<file path="src/rtl/scard_pkg.sv">
package scard_pkg;

    typedef enum logic [3:0] {
        S_IDLE,
        S_PWR,
        S_IOW,
        S_CLKW,
        S_ACT,
        S_DN_RST,
        S_DN_CLK,
        S_DN_IO,
        S_DN_VCC
    } seq_st_e;

    typedef struct packed {
        logic vcc;
        logic io;
        logic clk;
        logic rst;
    } pins_t;

    function automatic int imax(input int a, input int b);
        return (a > b) ? a : b;
    endfunction

    function automatic logic st_powered(input seq_st_e s);
        return (s == S_PWR) || (s == S_IOW) || (s == S_CLKW) || (s == S_ACT);
    endfunction

    function automatic logic st_down(input seq_st_e s);
        return (s == S_DN_RST) || (s == S_DN_CLK) || (s == S_DN_IO) || (s == S_DN_VCC);
    endfunction

endpackage

</file>
<file path="src/rtl/scard_sync.sv">
module scard_sync #(
    parameter int             W    = 1,
    parameter logic [W-1:0]   INIT = '0
) (
    input  logic         clk,
    input  logic         rst,
    input  logic [W-1:0] d,
    output logic [W-1:0] q
);
    logic [W-1:0] meta_q;
    logic [W-1:0] sync_q;

    always_ff @(posedge clk) begin
        if (rst) begin
            meta_q <= INIT;
            sync_q <= INIT;
        end else begin
            meta_q <= d;
            sync_q <= meta_q;
        end
    end

    assign q = sync_q;
endmodule

</file>
<file path="src/rtl/scard_debounce.sv">
module scard_debounce #(
    parameter int TICKS = 4
) (
    input  logic clk,
    input  logic rst,
    input  logic tick,
    input  logic raw,
    output logic stable
);
    localparam int CW = $clog2(TICKS + 1);

    logic [CW-1:0] cnt_q;
    logic          st_q;

    always_ff @(posedge clk) begin
        if (rst) begin
            cnt_q <= '0;
            st_q  <= 1'b0;
        end else if (raw == st_q) begin
            cnt_q <= '0;
        end else if (tick) begin
            if (cnt_q == CW'(TICKS - 1)) begin
                st_q  <= raw;
                cnt_q <= '0;
            end else begin
                cnt_q <= cnt_q + 1'b1;
            end
        end
    end

    assign stable = st_q;

    // the accepted value moves only on a strobe, towards the raw level
    p_deb_edge_r2: assert property (@(posedge clk) disable iff (rst)
        (st_q != $past(st_q)) |-> ($past(tick) && ($past(raw) == st_q)));
endmodule

</file>
<file path="src/rtl/scard_rst_gate.sv">
module scard_rst_gate #(
    parameter int CLKS = 42000
) (
    input  logic clk,
    input  logic rst,
    input  logic clr,
    input  logic tick,
    output logic done
);
    localparam int CW = $clog2(CLKS + 1);

    logic [CW-1:0] cnt_q;

    always_ff @(posedge clk) begin
        if (rst || clr) begin
            cnt_q <= '0;
        end else if (tick && (cnt_q != CW'(CLKS))) begin
            cnt_q <= cnt_q + 1'b1;
        end
    end

    assign done = (cnt_q == CW'(CLKS));

    // the hold-off window only reopens when the card clock is stopped
    p_hold_clr_r8: assert property (@(posedge clk) disable iff (rst)
        $fell(done) |-> $past(clr));
endmodule

</file>
<file path="src/rtl/scard_seq.sv">
module scard_seq
    import scard_pkg::*;
#(
    parameter int POR_TICKS     = 15000,
    parameter int DEB_TICKS     = 4,
    parameter int VCC_CHK_TICKS = 765,
    parameter int IO_TICKS      = 3,
    parameter int CLK_TICKS     = 1,
    parameter int DN_RST_TICKS  = 1,
    parameter int DN_CLK_TICKS  = 12,
    parameter int DN_IO_TICKS   = 1,
    parameter int DN_VCC_TICKS  = 1,
    parameter int RST_HOLD_CLKS = 42000
) (
    input  logic clk,
    input  logic rst,
    input  logic tick_slow,
    input  logic tick_card,
    input  logic cmd_n,
    input  logic rst_req,
    input  logic pres_hi,
    input  logic pres_lo_n,
    input  logic flt_vdd,
    input  logic flt_vpc,
    input  logic flt_vcc,
    input  logic flt_ocur,
    input  logic flt_temp,
    output logic vcc_en,
    output logic io_rx_en,
    output logic clk_en,
    output logic card_rst,
    output logic off_n
);
    localparam int STEP_MAX = imax(imax(imax(VCC_CHK_TICKS, IO_TICKS), imax(CLK_TICKS, DN_RST_TICKS)),
                                   imax(imax(DN_CLK_TICKS, DN_IO_TICKS), DN_VCC_TICKS));
    localparam int SW    = $clog2(STEP_MAX + 1);
    localparam int PW    = $clog2(POR_TICKS + 1);
    localparam int NSYNC = 9;
    localparam logic [NSYNC-1:0] SYNC_INIT = 9'b1_0_0_1_0_0_0_0_0;

    // input synchronisation
    logic [NSYNC-1:0] raw_in, syn;
    logic cmd_s, rq_s, ph_s, pl_s, vdd_s, vpc_s, vcc_s, oc_s, tmp_s;

    assign raw_in = {cmd_n, rst_req, pres_hi, pres_lo_n, flt_vdd, flt_vpc, flt_vcc, flt_ocur, flt_temp};

    scard_sync #(.W(NSYNC), .INIT(SYNC_INIT)) u_sync (
        .clk (clk),
        .rst (rst),
        .d   (raw_in),
        .q   (syn)
    );

    assign {cmd_s, rq_s, ph_s, pl_s, vdd_s, vpc_s, vcc_s, oc_s, tmp_s} = syn;

    // card presence: either switch, debounced
    logic pres_raw, present;
    assign pres_raw = ph_s | ~pl_s;

    scard_debounce #(.TICKS(DEB_TICKS)) u_deb (
        .clk    (clk),
        .rst    (rst),
        .tick   (tick_slow),
        .raw    (pres_raw),
        .stable (present)
    );

    // command edge and start-up lockout
    logic          cmd_q, cmd_fall;
    logic [PW-1:0] por_cnt;
    logic          por_done;

    assign cmd_fall = cmd_q & ~cmd_s;
    assign por_done = (por_cnt == PW'(POR_TICKS));

    always_ff @(posedge clk) begin
        if (rst) begin
            cmd_q   <= 1'b1;
            por_cnt <= '0;
        end else begin
            cmd_q <= cmd_s;
            if (vdd_s)
                por_cnt <= '0;
            else if (tick_slow && !por_done)
                por_cnt <= por_cnt + 1'b1;
        end
    end

    // sequencer state
    seq_st_e       st_q, st_d;
    logic [SW-1:0] step_cnt;
    logic          step_done;
    pins_t         pin_q, pin_d;
    logic          flt_q, flt_d;
    logic          hold_done, hold_clr;
    logic          vcc_bad, hard_flt, abort, stop;

    function automatic logic [SW-1:0] step_len(input seq_st_e s);
        case (s)
            S_PWR:    return SW'(VCC_CHK_TICKS);
            S_IOW:    return SW'(IO_TICKS);
            S_CLKW:   return SW'(CLK_TICKS);
            S_DN_RST: return SW'(DN_RST_TICKS);
            S_DN_CLK: return SW'(DN_CLK_TICKS);
            S_DN_IO:  return SW'(DN_IO_TICKS);
            S_DN_VCC: return SW'(DN_VCC_TICKS);
            default:  return '0;
        endcase
    endfunction

    assign step_done = (step_cnt == '0);
    assign hold_clr  = ~pin_q.clk;

    scard_rst_gate #(.CLKS(RST_HOLD_CLKS)) u_hold (
        .clk  (clk),
        .rst  (rst),
        .clr  (hold_clr),
        .tick (tick_card),
        .done (hold_done)
    );

    always_comb begin
        vcc_bad  = vcc_s && ((st_q == S_IOW) || (st_q == S_CLKW) || (st_q == S_ACT) ||
                             ((st_q == S_PWR) && step_done));
        hard_flt = vdd_s | vpc_s | oc_s | tmp_s | ~present;
        abort    = st_powered(st_q) && (hard_flt || vcc_bad);
        stop     = st_powered(st_q) && cmd_s;

        st_d = st_q;
        case (st_q)
            S_IDLE:   if (cmd_fall && por_done && present && !tmp_s && !vdd_s) st_d = S_PWR;
            S_PWR:    if (step_done) st_d = S_IOW;
            S_IOW:    if (step_done) st_d = S_CLKW;
            S_CLKW:   if (step_done) st_d = S_ACT;
            S_DN_RST: if (step_done) st_d = S_DN_CLK;
            S_DN_CLK: if (step_done) st_d = S_DN_IO;
            S_DN_IO:  if (step_done) st_d = S_DN_VCC;
            S_DN_VCC: if (step_done) st_d = S_IDLE;
            default:  st_d = st_q;
        endcase
        if (abort || stop)
            st_d = S_DN_RST;

        // enables only rise in their own step and only fall in their own step
        pin_d.vcc = st_powered(st_d) || (st_down(st_d) && pin_q.vcc);
        pin_d.io  = (st_d == S_CLKW) || (st_d == S_ACT) ||
                    (((st_d == S_DN_RST) || (st_d == S_DN_CLK) || (st_d == S_DN_IO)) && pin_q.io);
        pin_d.clk = (st_d == S_ACT) ||
                    (((st_d == S_DN_RST) || (st_d == S_DN_CLK)) && pin_q.clk);
        pin_d.rst = ((st_d == S_ACT) && rq_s && hold_done) ||
                    ((st_d == S_DN_RST) && pin_q.rst);

        flt_d = abort || (flt_q && !((st_q == S_IDLE) && cmd_s));
    end

    always_ff @(posedge clk) begin
        if (rst) begin
            st_q     <= S_IDLE;
            step_cnt <= '0;
            pin_q    <= '0;
            flt_q    <= 1'b0;
        end else begin
            st_q  <= st_d;
            pin_q <= pin_d;
            flt_q <= flt_d;
            if (st_d != st_q)
                step_cnt <= step_len(st_d);
            else if (tick_slow && !step_done)
                step_cnt <= step_cnt - 1'b1;
        end
    end

    assign vcc_en   = pin_q.vcc;
    assign io_rx_en = pin_q.io;
    assign clk_en   = pin_q.clk;
    assign card_rst = pin_q.rst;
    assign off_n    = ~flt_q & ((st_q != S_IDLE) | present);

    // the card clock only runs on a powered card with I/O in reception
    p_clk_powered_r6: assert property (@(posedge clk) disable iff (rst)
        clk_en |-> (io_rx_en && vcc_en));

    // card reset never before the hold-off has expired
    p_rst_hold_r8: assert property (@(posedge clk) disable iff (rst)
        card_rst |-> (hold_done && clk_en));

    // power-up is caused by a command edge
    p_start_edge_r4: assert property (@(posedge clk) disable iff (rst)
        $rose(vcc_en) |-> $past(cmd_fall));

    // no power-up inside the lockout window
    p_start_por_r3: assert property (@(posedge clk) disable iff (rst)
        $rose(vcc_en) |-> $past(por_done));

    // power-up needs a card and no blocking fault
    p_start_cond_r5: assert property (@(posedge clk) disable iff (rst)
        $rose(vcc_en) |-> $past(present && !tmp_s && !vdd_s));

    // a fault in a session reaches the host on the next cycle
    p_abort_off_r10: assert property (@(posedge clk) disable iff (rst)
        abort |=> !off_n);

    // the supply is the last output to go
    p_vcc_last_r9: assert property (@(posedge clk) disable iff (rst)
        $fell(vcc_en) |-> (!io_rx_en && !clk_en && !card_rst));

    // I/O leaves reception only with the clock already stopped
    p_io_after_clk_r9: assert property (@(posedge clk) disable iff (rst)
        $fell(io_rx_en) |-> !clk_en);
endmodule

</file>
<file path="config.mk">
export PLATFORM = sky130hd
export DESIGN_NAME = scard_seq
export DESIGN_NICKNAME = d
export VERILOG_FILES = /design/src/rtl/scard_pkg.sv /design/src/rtl/scard_sync.sv /design/src/rtl/scard_debounce.sv /design/src/rtl/scard_rst_gate.sv /design/src/rtl/scard_seq.sv
export SDC_FILE = /design/constraint.sdc
export NUM_CORES = 1
export LEC_CHECK = 0
export BUFFER_PORTS_ARGS = -buffer_cell sky130_fd_sc_hd__buf_2
export CAP_MARGIN = 20
export CORE_ASPECT_RATIO = 0.9
export CORE_MARGIN = 1.5
export CORE_UTILIZATION = 47
export CTS_BUF_LIST = sky130_fd_sc_hd__clkbuf_4 sky130_fd_sc_hd__clkbuf_8
export DETAILED_ROUTE_END_ITERATION = 6
export HOLD_SLACK_MARGIN = 0.12
export PLACE_DENSITY = 0.73
export REMOVE_ABC_BUFFERS = 1
export SETUP_SLACK_MARGIN = 0.3
export SYNTH_ARGS = -nofsm -noshare
export SYNTH_HDL_FRONTEND = slang
export SYNTH_HIERARCHICAL = 1
export SYNTH_SLANG_ARGS = --single-unit
</file>
<file path="constraint.sdc">
create_clock -name clk -period 3.4 [get_ports clk]
set_input_delay 1.02 -clock clk [delete_from_list [all_inputs] [get_ports clk]]
set_output_delay 1.02 -clock clk [all_outputs]
set_load 0.1 [all_outputs]
</file>
======== Word level (Yosys, flattened, before mapping) ========
Index checks and enable logic that the tools add are counted.
cells by class
  $mul .................................... 0
  eq/ne operators ......................... 22
  divide/modulo/power cells ............... 0
  $lt $le $gt $ge ......................... 0
  shift-type cells ........................ 0
  bitwise logic cells ..................... 14
  mux-type cells .......................... 14
  add/sub/neg operators ................... 4
  reduce and logical (&&, ||, !) cells .... 53
operator list
  kind                     count
  $pmux W10 S4             1
  $mux W4                  9
  $eq A4 B3 Y1 const B     8
  $pmux W4 S8              1
  $logic_or A1 B1 Y1       21
  $mux W10                 2
  $logic_and A1 B1 Y1      19
  $add A16 B1 Y16 const B  1
  $eq A16 B16 Y1 const B   1
  $eq A4 B2 Y1 const B     4
  $ne A16 B16 Y1 const B   1
  $add A14 B1 Y14 const B  1
  $eq A14 B14 Y1 const B   1
  $logic_not A10 Y1        1
  $sub A10 B1 Y10 const B  1
  $eq A4 B1 Y1 const B     2
  $eq A4 B4 Y1 const B     2
  $not A1 Y1               6
  $or A1 B1 Y1             6
  $logic_not A1 Y1         5
  $logic_not A4 Y1         1
  $ne A4 B4 Y1             1
  $reduce_bool A4 Y1       1
  $reduce_or A2 Y1         2
  other kinds (8)          9
word-level totals
  bits in latches ......................... 0
  bits in read-only memories .............. 0
  output and inout bits ................... 5
  logic and storage cells ................. 121
  memories kept ........................... 0
  flip-flop bits (word level) ............. 72
  RAM bits ................................ 0

======== Depth between registers and ports, before layout ========
  depth in word-level cells ............... 15
  mapped depth ............................ 10

======== By module ========
The synthesis kept the hierarchy.
modules (own cells, without submodules)
  module          seq. area each (sq um)  instances  area an instance (sq um)  cells each
  scard_seq       680.7                   1          2083.2                    262
  scard_rst_gate  320.3                   1          829.5                     92
  scard_sync      360.3                   1          494.2                     37
  scard_debounce  80.1                    1          180.2                     18

======== Worst setup path before layout ========
OpenSTA, ideal clock, no wires.
  path kind ............................... flip-flop to output port
  start ................................... register st_q[2]
  end ..................................... output port off_n
  arrival time ............................ 2.143 ns
  cell stages (with the launch flop) ...... 4
  path buffers ............................ 1
  slack ................................... 0.237 ns
  path through ............................ dfxtp_1 > clkbuf_1 > nor3_2 > a21oi_1
between the ends
  word-level cells in the longest chain between the ends .. 3
ends and longest elaborated chain
  element                   RTL line          RTL
  start: declaration        scard_seq.sv:90   seq_st_e st_q, st_d;
  start signal: assignment  scard_seq.sv:163  st_q <= st_d;
  $reduce_bool A4 Y1        scard_seq.sv:177  assign off_n = ~flt_q & ((st_q != S_IDLE) | present);
  $or A1 B1 Y1              scard_seq.sv:177
  $and A1 B1 Y1             scard_seq.sv:177
  end: declaration          scard_seq.sv:32   output logic off_n
Every way passes these cells.

======== Worst setup path after layout ========
  start ................................... register st_q[1]
  end ..................................... output port off_n
The elaborated chain is that of the path after synthesis.

==> flow_metrics.py <==
metrics = {
    "run_status": {
        "status": "finished clean",
    },
    "routing": {
        "avgRoutedWirePerCell_um": 13.9,
        "vias": 2933,
        "drt-pass1-iter-count": 5,
        "dr.first_iter.drc_count": 268,
        "wl_mm": 7.24,
        "viasPerCell": 5.61,
        "drc_errors": 0,
        "ant_nets": 0,
    },
    "timing": {
        "min_period_ps": 2910,
        "timing.final.crit_share_pct": 85.5,
        "fmax_ghz": 0.344,
        "grt_setup_unrepaired": "no",
        "skew_ps": 7.36,
        "setup_viol": 0,
        "max_slew.worst_pin.slew_ps": 706,
        "finalHoldViolations": 0,
        "slew_headroom_pct": 52.9,
        "maxSlewViolCount": 0,
        "setup_tns_ps": 0,
    },
    "die": {
        "die_y_um": 85.9,
        "dieArea_mm2": 0.00817,
        "coreArea_mm2": 0.00747,
        "die_x_um": 95.1,
        "initial_core_util_pct": 48.0,
        "rows": 30,
        "ios": 18,
    },
    "cells_and_area": {
        "antennaDiodeCount": 0,
        "fillCellCount": 695,
        "syn2layout_area_growth_pct": 10.4,
        "layout.nets": 441,
        "drive_gt1_share_pct": 13.8,
    },
    "clock_tree": {
        "cts_root_buf": "clkbuf_8",
        "cts_inserted_buffers": 9,
        "post_cts_buffers": 0,
        "cts_buffer_depth": 2,
        "clk_latency_ps": 350,
        "hold_buffers": 0,
        "cts_tree": "done",
        "path_clk_slew_ps": 70,
        "htree_levels": 3,
        "clkSinkCount": 72,
    },
    "synth": {
        "yosysWarnings": 6,
        "synth_most_common_cell": "dfxtp_1",
        "synth_common_cells": "dfxtp_1 (72), nor2_1 (51), nand2_1 (32), a21oi_1 (17), inv_1 (17)",
        "syn_inst": 409,
        "synth_top_area_share_pct": 40.2,
        "synthArstFlopShare_pct": 0,
        "synthFlopType": "dfxtp_1",
        "ys_seq_area_share_pct": 40.2,
        "synth_edf_count": 0,
        "synth_area_leaders": "dfxtp_1 (40%), nor2_1 (5.3%), nand2_1 (3.3%)",
        "ys_ff_latch": 72,
        "ys_types": 65,
        "synth_top_area_cell": "dfxtp_1",
        "syn_area_mm2": 0.00359,
        "syn_area_per_cell_um2": 8.77,
    },
    "setup_path": {
        "cp.arrival_ps": 1890,
        "critPathLaunch": "st_q[1]",
        "cpMaxStageDelayCell": "dfxtp_1",
        "worstPathRequired_ps": 2380,
        "end_kind": "output pin",
        "rr_startpoint": "step_cnt[0]",
        "rrSetupSlack_ps": 610,
        "critPathKind": "reg2out",
        "critPathLaunchType": "register",
        "cp_max_fo": 15,
        "cp_cell_sequence": "nor3_2, a21oi_1, buf_2",
        "critPathMaxStageDelay_ps": 710,
    },
    "power_and_ir_drop": {
        "peakVddDrop_mv": 0.525,
        "leakage_nw": 1.43,
        "power.total_mw": 3.32,
        "power-per-cell-area_mw_per_mm2": 839,
    },
    "job": {
        "maxCapViolations": 0,
    },
    "global_route": {
        "grt_max_degree": 30,
        "antenna_found_initial": 0,
        "gr-total-overflow": 0,
        "track_usage_pct": 18.8,
        "grt_pass1_wl_mm": 12.0,
        "grt_pass1_vias": 2661,
        "grt_use_met3_pct": 6.21,
        "busiest_layer": "met2",
        "grt_use_met2_pct": 28.8,
        "grt_util_met1_pct": 24.5,
    },
    "min_path": {
        "min_from": "u_sync/meta_q[5]",
        "min_path_type": "reg2reg",
    },
    "placement": {
        "dp_hpwl_mm": 5.02,
        "portBuffers": 17,
        "gp_congestion": 0.907,
    },
}
==> layout make-up <==
cell class	instances	area [µm²]	share of cell area [%]
multi-input cells	303	2020	50.9
inverters	17	63.8	1.61
repair buffers	19	100	2.53
flip-flops and latches	72	1440	36.4
clock inverters	7	96.3	2.43
clock buffers	9	124	3.13
well taps	96	120	3.03
==> kinds of logic after synthesis <==
kind of cell             after synthesis  share of synthesized area (%)
AND/OR/NAND/NOR                      198                           31.9
flip-flops                            72                           40.2
AO/OA/AOI/OAI                         65                           13.3
buffers and inverters                 34                           3.94
XOR/XNOR                              26                           6.35
adder cells (fa/ha/maj)                8                           2.65
multiplexers                           6                           1.71
==> placed cells by master, fill, tap and decap left out, drive strengths merged, types with 10 or more instances in the layout <==
master / instances
dfxtp: 72
nor2: 51
nand2: 32
buf: 19
a21oi: 18
nand4: 18
inv: 17
nand3: 16
nor3: 14
xor2: 13
xnor2: 13
a211oi: 10
or2: 10
==> registers in the layout, indices dropped and copies added (netlist names), 3 cells and up <==
register       cells
u_hold/cnt_q      16
u_sync/meta_q      9
st_q               4
step_cnt          10
por_cnt           14
u_deb/cnt_q        3
u_sync/q           9
==> worst paths after layout <==
path                       to  depth (start not counted)
setup / recovery        off_n                          3
hold / removal    u_sync/q[5]                          1
setup reg to reg  step_cnt[0]                          9
hold reg to reg   u_sync/q[5]                          1
==> worst max-delay path, delay by kind of cell (launching register included) <==
kind,cells,cell delay [ps]
AOI/OAI and AO/OA,1,190
DFF,1,710
and+or+nand+nor,1,190
buffers and inverters,1,460
==> power by group <==
part           switching [mW]  internal [mW]  leakage (nW)
sequential              0.155          0.950         0.587
clock                   0.322          0.412         0.101
combinational           0.952          0.531         0.746
==> what timing repair did <==
item	in CTS	in global routing
endpoints found under the setup margin	0	1
hold endpoints to repair	0	0
gates resized for setup	0	1
==> metal layers <==
layer  vias up  part of all wire [%]
met5         -                     0
met4         0                   1.0
met3         7                   5.1
met2        74                    46
met1      1365                    48
li1       1487                     -
==> through the flow <==
stage / utilization [%] / setup slack [ps] / instance area [µm²] / hold slack (ps) / instances
after floorplan: - / 165 / 3510 / 383 / 392
after global routing: 53.0 / 353 / 3960 / 420 / 523
after global placement: 49.9 / 726 / 3730 / 387 / 507
final: 53.0 / 493 / 3960 / 408 / 523
after CTS: 52.9 / 500 / 3950 / 411 / 523
after detailed placement: 49.9 / 620 / 3730 / 392 / 507
(Power assumes the default switching activity.)
